**src/rtl/rup_pkg.sv**
```systemverilog
package rup_pkg;
  localparam int DATA_W   = 32;
  localparam int SEL_W    = 3;
  localparam int TMO_W    = 12;
  localparam int PAGE_W   = 30;
  localparam int REASON_W = 5;
  localparam logic [REASON_W-1:0] REASON_CORE = 5'b00010;

  typedef enum logic [SEL_W-1:0] {
    P_STATUS = 3'b000,
    P_BAD1   = 3'b001,
    P_TMO    = 3'b010,
    P_WDEN   = 3'b011,
    P_PAGE   = 3'b100,
    P_MODE   = 3'b101,
    P_BAD6   = 3'b110,
    P_BAD7   = 3'b111
  } rup_sel_e;

  typedef struct packed {
    logic [TMO_W-1:0]  tmo;
    logic              wden;
    logic [PAGE_W-1:0] page;
    logic              mode;
  } rup_cfg_t;

  function automatic logic sel_legal(input logic [SEL_W-1:0] s);
    case (rup_sel_e'(s))
      P_STATUS, P_TMO, P_WDEN, P_PAGE, P_MODE: sel_legal = 1'b1;
      default:                                 sel_legal = 1'b0;
    endcase
  endfunction

  function automatic rup_cfg_t apply_write(input rup_cfg_t c,
                                           input logic [SEL_W-1:0] s,
                                           input logic [DATA_W-1:0] d);
    rup_cfg_t n;
    n = c;
    case (rup_sel_e'(s))
      P_TMO:   n.tmo  = d[TMO_W-1:0];
      P_WDEN:  n.wden = d[0];
      P_PAGE:  n.page = d[DATA_W-1 -: PAGE_W];
      P_MODE:  n.mode = d[0];
      default: n = c;
    endcase
    return n;
  endfunction

  function automatic logic [DATA_W-1:0] read_field(input rup_cfg_t c,
                                                   input logic [REASON_W-1:0] rsn,
                                                   input logic [SEL_W-1:0] s);
    logic [DATA_W-1:0] v;
    case (rup_sel_e'(s))
      P_STATUS: v = DATA_W'(rsn);
      P_TMO:    v = DATA_W'(c.tmo);
      P_WDEN:   v = DATA_W'(c.wden);
      P_PAGE:   v = {c.page, {(DATA_W-PAGE_W){1'b0}}};
      P_MODE:   v = DATA_W'(c.mode);
      default:  v = '0;
    endcase
    return v;
  endfunction
endpackage

```
**src/rtl/rup_seq.sv**
```systemverilog
module rup_seq
  import rup_pkg::*;
#(
  parameter int BUSY_CYC = 4
) (
  input  logic              clk,
  input  logic              rst,
  input  logic              rd_stb,
  input  logic              wr_stb,
  input  logic [SEL_W-1:0]  sel,
  input  logic [DATA_W-1:0] din,
  input  logic              src,
  output logic              busy,
  output logic              op_done,
  output logic              op_is_rd,
  output logic [SEL_W-1:0]  op_sel,
  output logic [DATA_W-1:0] op_din,
  output logic              op_src
);
  localparam int CNT_W = $clog2(BUSY_CYC + 1);
  localparam logic [CNT_W-1:0] CNT_LOAD = CNT_W'(BUSY_CYC);

  logic [CNT_W-1:0] cnt;
  logic             accept;

  assign busy    = (cnt != '0);
  assign accept  = !busy && (rd_stb || wr_stb);
  assign op_done = (cnt == CNT_W'(1));

  always_ff @(posedge clk or posedge rst) begin
    if (rst) begin
      cnt      <= '0;
      op_is_rd <= 1'b0;
      op_sel   <= '0;
      op_din   <= '0;
      op_src   <= 1'b0;
    end else if (accept) begin
      cnt      <= CNT_LOAD;
      op_is_rd <= rd_stb;
      op_sel   <= sel;
      op_din   <= din;
      op_src   <= src;
    end else if (busy) begin
      cnt <= cnt - CNT_W'(1);
    end
  end


  accept_busy_chk: assert property (@(posedge clk) disable iff (rst)
    accept |=> busy);

  done_idle_chk: assert property (@(posedge clk) disable iff (rst)
    op_done |=> !busy);

  op_hold_chk: assert property (@(posedge clk) disable iff (rst)
    (busy && !$rose(busy)) |-> ($stable(op_sel) && $stable(op_din) &&
                                $stable(op_is_rd) && $stable(op_src)));
endmodule

```
**src/rtl/rup_regs.sv**
```systemverilog
module rup_regs
  import rup_pkg::*;
(
  input  logic                clk,
  input  logic                rst,
  input  logic                wr_commit,
  input  logic [SEL_W-1:0]    sel,
  input  logic [DATA_W-1:0]   din,
  input  logic                reconf,
  output rup_cfg_t            upd_cfg,
  output rup_cfg_t            ctl_cfg,
  output logic [REASON_W-1:0] ctl_reason
);
  logic wr_en;
  assign wr_en = wr_commit && !ctl_cfg.mode;

  always_ff @(posedge clk or posedge rst) begin
    if (rst) begin
      upd_cfg <= '0;
    end else if (wr_en) begin
      upd_cfg <= apply_write(upd_cfg, sel, din);
    end
  end

  always_ff @(posedge clk or posedge rst) begin
    if (rst) begin
      ctl_cfg    <= '0;
      ctl_reason <= '0;
    end else if (reconf) begin
      ctl_cfg    <= upd_cfg;
      ctl_reason <= REASON_CORE;
    end
  end


  app_wr_block_chk: assert property (@(posedge clk) disable iff (rst)
    (wr_commit && ctl_cfg.mode) |=> $stable(upd_cfg));

  bad_wr_chk: assert property (@(posedge clk) disable iff (rst)
    (wr_commit && !sel_legal(sel)) |=> $stable(upd_cfg));

  reconf_copy_chk: assert property (@(posedge clk) disable iff (rst)
    reconf |=> (ctl_cfg == $past(upd_cfg)) && (ctl_reason == REASON_CORE));

  ctl_quiet_chk: assert property (@(posedge clk) disable iff (rst)
    !reconf |=> $stable(ctl_cfg) && $stable(ctl_reason));
endmodule

```
**src/rtl/rup_rdmux.sv**
```systemverilog
module rup_rdmux
  import rup_pkg::*;
(
  input  logic                clk,
  input  logic                rst,
  input  logic                rd_done,
  input  logic [SEL_W-1:0]    sel,
  input  logic                src,
  input  rup_cfg_t            upd_cfg,
  input  rup_cfg_t            ctl_cfg,
  input  logic [REASON_W-1:0] ctl_reason,
  output logic [DATA_W-1:0]   dout
);
  rup_cfg_t pick;
  assign pick = src ? ctl_cfg : upd_cfg;

  always_ff @(posedge clk or posedge rst) begin
    if (rst) begin
      dout <= '0;
    end else if (rd_done) begin
      dout <= read_field(pick, ctl_reason, sel);
    end
  end


  dout_hold_chk: assert property (@(posedge clk) disable iff (rst)
    !rd_done |=> $stable(dout));

  bad_rd_zero_chk: assert property (@(posedge clk) disable iff (rst)
    (rd_done && !sel_legal(sel)) |=> (dout == '0));
endmodule

```
**src/rtl/rup_param_port.sv**
```systemverilog
module rup_param_port
  import rup_pkg::*;
#(
  parameter int BUSY_CYC = 4
) (
  input  logic              clk,
  input  logic              rst,
  input  logic [SEL_W-1:0]  prm_sel,
  input  logic [DATA_W-1:0] prm_din,
  input  logic              rd_stb,
  input  logic              wr_stb,
  input  logic              reconf_req,
  input  logic              rd_from_ctl,
  output logic              busy,
  output logic [DATA_W-1:0] prm_dout
);
  logic                op_done, op_is_rd, op_src;
  logic [SEL_W-1:0]    op_sel;
  logic [DATA_W-1:0]   op_din;
  logic                rd_done, wr_commit, reconf;
  rup_cfg_t            upd_cfg, ctl_cfg;
  logic [REASON_W-1:0] ctl_reason;

  rup_seq #(.BUSY_CYC(BUSY_CYC)) u_seq (
    .clk(clk), .rst(rst), .rd_stb(rd_stb), .wr_stb(wr_stb),
    .sel(prm_sel), .din(prm_din), .src(rd_from_ctl),
    .busy(busy), .op_done(op_done), .op_is_rd(op_is_rd),
    .op_sel(op_sel), .op_din(op_din), .op_src(op_src)
  );

  assign rd_done   = op_done && op_is_rd;
  assign wr_commit = op_done && !op_is_rd;
  assign reconf    = reconf_req && !busy;

  rup_regs u_regs (
    .clk(clk), .rst(rst), .wr_commit(wr_commit), .sel(op_sel),
    .din(op_din), .reconf(reconf), .upd_cfg(upd_cfg),
    .ctl_cfg(ctl_cfg), .ctl_reason(ctl_reason)
  );

  rup_rdmux u_rdmux (
    .clk(clk), .rst(rst), .rd_done(rd_done), .sel(op_sel),
    .src(op_src), .upd_cfg(upd_cfg), .ctl_cfg(ctl_cfg),
    .ctl_reason(ctl_reason), .dout(prm_dout)
  );


  busy_no_reconf_chk: assert property (@(posedge clk) disable iff (rst)
    busy |=> $stable(ctl_cfg));

  dout_at_fall_chk: assert property (@(posedge clk) disable iff (rst)
    $changed(prm_dout) |-> $fell(busy));
endmodule

```
**config.mk**
```make
export PLATFORM = sky130hd
export DESIGN_NAME = rup_param_port
export DESIGN_NICKNAME = d
export VERILOG_FILES = /design/src/rtl/rup_pkg.sv /design/src/rtl/rup_seq.sv /design/src/rtl/rup_regs.sv /design/src/rtl/rup_rdmux.sv /design/src/rtl/rup_param_port.sv
export SDC_FILE = /design/constraint.sdc
export NUM_CORES = 1
export LEC_CHECK = 0
export BUFFER_PORTS_ARGS = -buffer_cell sky130_fd_sc_hd__buf_2
export CORE_MARGIN = 10
export CORE_UTILIZATION = 59
export CTS_BUF_LIST = sky130_fd_sc_hd__clkbuf_16
export DETAILED_ROUTE_END_ITERATION = 8
export PLACE_DENSITY = 0.8
export SYNTH_ARGS = -nofsm -noshare
export SYNTH_HDL_FRONTEND = slang
export SYNTH_HIERARCHICAL = 1
export SYNTH_SLANG_ARGS = --single-unit
export TNS_END_PERCENT = 50
```
**constraint.sdc**
```tcl
create_clock -name clk -period 3.2 [get_ports clk]
set_clock_uncertainty 0.1 [all_clocks]
set_input_delay 0.16 -clock clk [delete_from_list [all_inputs] [get_ports clk]]
set_output_delay 0.16 -clock clk [all_outputs]
set_load 0.02 [all_outputs]
```
Word level (Yosys, flattened, before mapping). Index checks and enable logic that the tools add are counted.

Multiplexer cells: 4. Reduce and logical (&&, ||, !) cells: 16. $add $sub $neg: 1. Equality and inequality tests: 5.

Operators by type and width (number): 32-bit one-hot mux with 5 select lines (1); 44-bit 2-to-1 mux (1); 2-bit AND reduction (4); 3-bit by 2-bit equality test with 1-bit output (second input constant) (2); 3-bit equality test (second input constant) (2); 3-bit 2-to-1 mux (2); 1-bit logical AND (5); 3-bit by 1-bit equality test with 1-bit output (second input constant) (1); 1-bit logical NOT (3); 3-bit logical NOT (1); 3-bit nonzero test (1); 3-bit by 1-bit subtractor with 3-bit output (second input constant) (1); 2-bit nonzero test (1); 1-bit logical OR (1).

Input port bits: 41. Word-level logic and storage cells: 41. Output and inout port bits: 33. Bits in registers: 161.

Depth between registers and ports, before layout.
Depth after elaboration: 4. Depth in mapped cells: 8. Depth with buffers taken out: 7.

By module. Netlist, hierarchy kept.

By module, submodules not included: rup_regs (sequential area each 2227.1 um^2, times used 1, cells an instance 199, area each 3539.6 um^2); rup_rdmux (sequential area each 800.8 um^2, times used 1, cells an instance 170, area each 1928.1 um^2); rup_seq (sequential area each 1001.0 um^2, times used 1, cells an instance 99, area each 1729.2 um^2); rup_param_port (sequential area each 0.0 um^2, times used 1, cells an instance 3, area each 22.5 um^2).

Worst setup path before layout. OpenSTA, ideal clock, no wires.

Kind: register -> register. Start point: reg u_seq.cnt[0]. End point: reg u_regs/ctl_cfg[0] (netlist name). Setup slack: 1.223 ns. Required time: 2.975 ns. Setup time: 0.125 ns. Stages on the path, launching flop included: 9. Path buffers: 2. Arrival time: 1.752 ns. Clock period less this slack: 1.977 ns. Cells stage by stage: dfrtp_1 -> inv_1 -> ha_1 -> nor2b_4 -> inv_4 -> nor2b_1 -> buf_2 -> buf_2 -> mux2_2.

Word-level cells in the longest chain between the ends: 3.

Ends and longest elaborated chain: from (decl) (RTL line rup_seq.sv:23) `logic [CNT_W-1:0] cnt;`; from (signal assigned) (RTL line rup_seq.sv:44) `cnt <= cnt - CNT_W'(1);`; 3-bit nonzero test (RTL line rup_seq.sv:26) `assign busy = (cnt != '0);`; via busy (RTL line rup_param_port.sv:14) `output logic busy,`; 1-bit logical NOT (RTL line rup_param_port.sv:33) `assign reconf = reconf_req && !busy;`; 1-bit logical AND (RTL line rup_param_port.sv:33); via reconf (RTL line rup_param_port.sv:20) `logic rd_done, wr_commit, reconf;`.

The timed path passes the listed nets, and every way through them passes these cells. A chain may end at the register's enable or synchronous reset.

Final worst setup path.
Start point: reg u_seq.cnt[1]. End point: reg u_regs/upd_cfg[2] (netlist name).

Word-level cells in the longest chain between the ends: 4.

Ends and longest elaborated chain: 3-bit by 1-bit equality test with 1-bit output (RTL line rup_seq.sv:28) `assign op_done = (cnt == CNT_W'(1));`; via op_done (RTL line rup_param_port.sv:17) `logic op_done, op_is_rd, op_src;`; 1-bit logical AND (RTL line rup_param_port.sv:32) `assign wr_commit = op_done && !op_is_rd;`; via wr_commit (RTL line rup_param_port.sv:20); 1-bit logical AND (RTL line rup_regs.sv:15) `assign wr_en = wr_commit && !ctl_cfg.mode;`; 2-bit AND reduction (no source line).

The timed path passes the listed nets, and every way through them passes these cells.

==> results.sh <==
export IMPL_antenna_found_initial=0
export IMPL_area_delta_synth_final_pct=18.3
export IMPL_layout_nets=624
export IMPL_insertedDiodeCount=0
export IMPL_drc_errors=0
export IMPL_ant_nets=0
export IMPL_root_buffer="clkbuf_16"
export IMPL_status="finished clean"
export IMPL_port_buffers=73
export IMPL_cts_htree_levels=4
export IMPL_clock_power_share_pct=23.0
export IMPL_hold_path_depth=4
export IMPL_fin_util_pct=71.1
export IMPL_synth_edf_count=0
export IMPL_comb_power_share_pct=32.7
export IMPL_ys_ff_latch=161
export IMPL_grt_pass1_vias=4661
export IMPL_wl_per_cell_um=19.9
export IMPL_grt_pass1_wl_um=24600
export IMPL_pin_count=74
export IMPL_cts_buffer_depth=2
export IMPL_via_count=4172
export IMPL_seq_power_share_pct=44.3
export IMPL_path_clk_slew_ns=0.06
export IMPL_netlist_area_leader_share_pct=55.8
export IMPL_vias_per_cell=5.65
export IMPL_die_h_um=131
export IMPL_synth_main_ff_cell="dfrtp_1"
export IMPL_critPathMaxStageDelay_ns=0.48
export IMPL_placed_area_mm2=0.00762
export IMPL_dp_hpwl_um=9270
export IMPL_clk_latency_ns=0.42
export IMPL_worstPathArrival_ns=2.71
export IMPL_cts_hold_buffers=39
export IMPL_final_hold_viol_count=0
export IMPL_yosys_warnings=6
export IMPL_async_reset_ff_share_pct=100
export IMPL_critPathRequiredTime_ns=3.40
export IMPL_design_core_area_mm2=0.0120
export IMPL_synth_commonest_cells="161 x dfrtp_1, 69 x mux2_4, 63 x mux2_2"
export IMPL_cts_setup_buffers=0
export IMPL_hp_class="input port to flip-flop"
export IMPL_drt_initial_drc_count=270
export IMPL_grt_max_degree=58
export IMPL_first_pass_iters=6
export IMPL_max_freq_mhz=399
export IMPL_setup_tns_ns=0
export IMPL_cts_buffers=17
export IMPL_final_design_area_no_fill_mm2=0.00854
export IMPL_worst_slew_pin_slew_ns=1.22
export IMPL_setup_viol=0
export IMPL_slew_headroom_pct=18.8
export IMPL_leakage_nw=4.41
export IMPL_multi_input_area_mm2=0.00290
export IMPL_power_switching_mw=2.51
export IMPL_gp_congestion=0.744
export IMPL_synth_distinct_cells=41
export IMPL_ys_top_cells_by_area="dfrtp_1 56%, mux2_4 14%, mux2_2 9.8%"
export IMPL_wirelength_um=14700
export IMPL_filler_cell_count=791
export IMPL_ir_drop_v=0.000567
export IMPL_die_width_um=131
export IMPL_endpoint_kind="flip-flop"
export IMPL_drive_gt1_share_pct=42.4
export IMPL_synth_most_common_cell="dfrtp_1"
export IMPL_die_area_mm2=0.0171
export IMPL_hold_ws_ns=0.0359
export IMPL_synth_seq_area_share_pct=55.8
export IMPL_cp_start_kind="flip-flop"
export IMPL_crit_fanout=18
export IMPL_switching_share_pct=31.2
export IMPL_p_int_mw=5.54
export IMPL_grtUsageTotal_pct=18.5
export IMPL_ff_latch_area_mm2=0.00403
export IMPL_syn_inst=471
export IMPL_cts_tree="done"
export IMPL_crit_chain="inv_1 > ha_1 > and2b_1 > and2b_2 > nor3b_2 > nand3b_2 > buf_12 > mux2_4"
export IMPL_clock_sinks=161
export IMPL_syn_avg_cell_area_um2=15.3
export IMPL_reg2regPathDepth=8
export IMPL_drv_cap=0
export IMPL_p_total_mw=8.05
export IMPL_ctsResizeCount=0
export IMPL_start_util_pct=60.1
export IMPL_finalCriticalPeriod_ns=2.50
export IMPL_path_class="flip-flop to flip-flop"
export IMPL_rsz0062_at_grt="false"
export IMPL_synth_area_mm2=0.00722
export IMPL_report_final_slew_viol_count=0
export IMPL_cp_slowest_cell="nand3b_2"
export IMPL_grt_overflow=0
export IMPL_rows=40
export IMPL_power_density_mw_per_mm2=942
export IMPL_finalCritPeriodShare_pct=78.2
export IMPL_synth_top_cell_by_area="dfrtp_1"
==> metrics by stage <==
| step | cells | setup slack (ns) |
|---|---|---|
| after floorplan | 474 | 0.633 |
| after global placement | 669 | 0.795 |
| after detailed placement | 669 | 0.704 |
| after CTS | 739 | 0.671 |
| after global routing | 739 | 0.525 |
| final | 739 | 0.697 |
==> metal layers <==
| layer | vias to the layer above | global-route usage, % | share of wire, % |
|---|---|---|---|
| met2 | 89 | 29.6 | 48 |
| met4 | 0 | 6.02 | 1.2 |
| met5 | - | 0 | 0 |
| met3 | 21 | 4.71 | 4.5 |
| met1 | 2140 | 24.1 | 46 |
| li1 | 1922 | - | - |
==> sequential cells by signal (all words and copies together) (netlist names), 3 cells and up <==
signal,cells
u_rdmux/dout,32
u_regs/ctl_cfg,44
u_regs/upd_cfg,44
u_seq/cnt,3
u_seq/op_din,32
u_seq/op_sel,3
==> layout make-up <==
class / count / share of cell area, %
clock buffers: 17 / 4.98
clock inverters: 14 / 1.27
inverters: 7 / 0.352
multi-input cells: 273 / 33.9
flip-flops and latches: 161 / 47.2
well taps: 147 / 2.15
repair buffers: 120 / 10.1
==> final timing paths <==
kind,start,to,slack [ns]
setup / recovery,u_seq/cnt[1]$_DFFE_PP0P_,u_regs/upd_cfg[2]$_DFFE_PP0P_,0.70
hold / removal,wr_stb,u_seq/cnt[0]$_DFFE_PP0P_,0.04
setup reg to reg,u_seq/cnt[1]$_DFFE_PP0P_,u_regs/upd_cfg[2]$_DFFE_PP0P_,0.70
hold reg to reg,u_rdmux/dout[21]$_DFFE_PP0P_,u_rdmux/dout[21]$_DFFE_PP0P_,0.37
max in group asynchronous,rst,u_regs/ctl_cfg[24]$_DFFE_PP0P_,1.72
min in group asynchronous,rst,u_rdmux/dout[23]$_DFFE_PP0P_,0.40
==> logic make-up after synthesis <==
| kind of cell | after synthesis | share of synthesized area (%) |
|---|---|---|
| buffers and inverters | 40 | 4.33 |
| DFF | 161 | 55.8 |
| adders and majority gates | 3 | 0.520 |
| AOI/OAI and AO/OA | 50 | 5.67 |
| muxes | 168 | 29.2 |
| other | 1 | 0.0519 |
| and+or+nand+nor | 48 | 4.45 |
==> placed cells by master, fill, tap and decap left out, drive strengths merged, types with 8 or more instances in the layout <==
cell type / synthesis / layout
clkbuf: 5 / 17
nor3: 21 / 21
dfrtp: 161 / 161
dlygate4sd3: 0 / 39
mux2: 132 / 132
clkinv: 0 / 9
mux2i: 36 / 36
a21o: 20 / 20
o22a: 8 / 8
o2bb2ai: 11 / 11
inv: 7 / 10
buf: 28 / 81
==> critical path, delay by kind of cell (launching register included) <==
| family | cells | cell delay, ns |
|---|---|---|
| DFF | 1 | 0.37 |
| buffers and inverters | 2 | 0.46 |
| muxes | 1 | 0.31 |
| adders and majority gates | 1 | 0.14 |
| and+or+nand+nor | 4 | 0.99 |
==> power by group through the flow <==
stage | clock network, mW | registers (mW) | logic (mW)
floorplan | 0 | 3.40 | 2.19
global placement | 0 | 3.52 | 2.49
detailed placement | 0 | 3.58 | 2.57
CTS | 1.88 | 3.56 | 2.64
global route | 1.97 | 3.69 | 2.82
finish | 1.85 | 3.56 | 2.63
(Power assumes the default switching activity.)
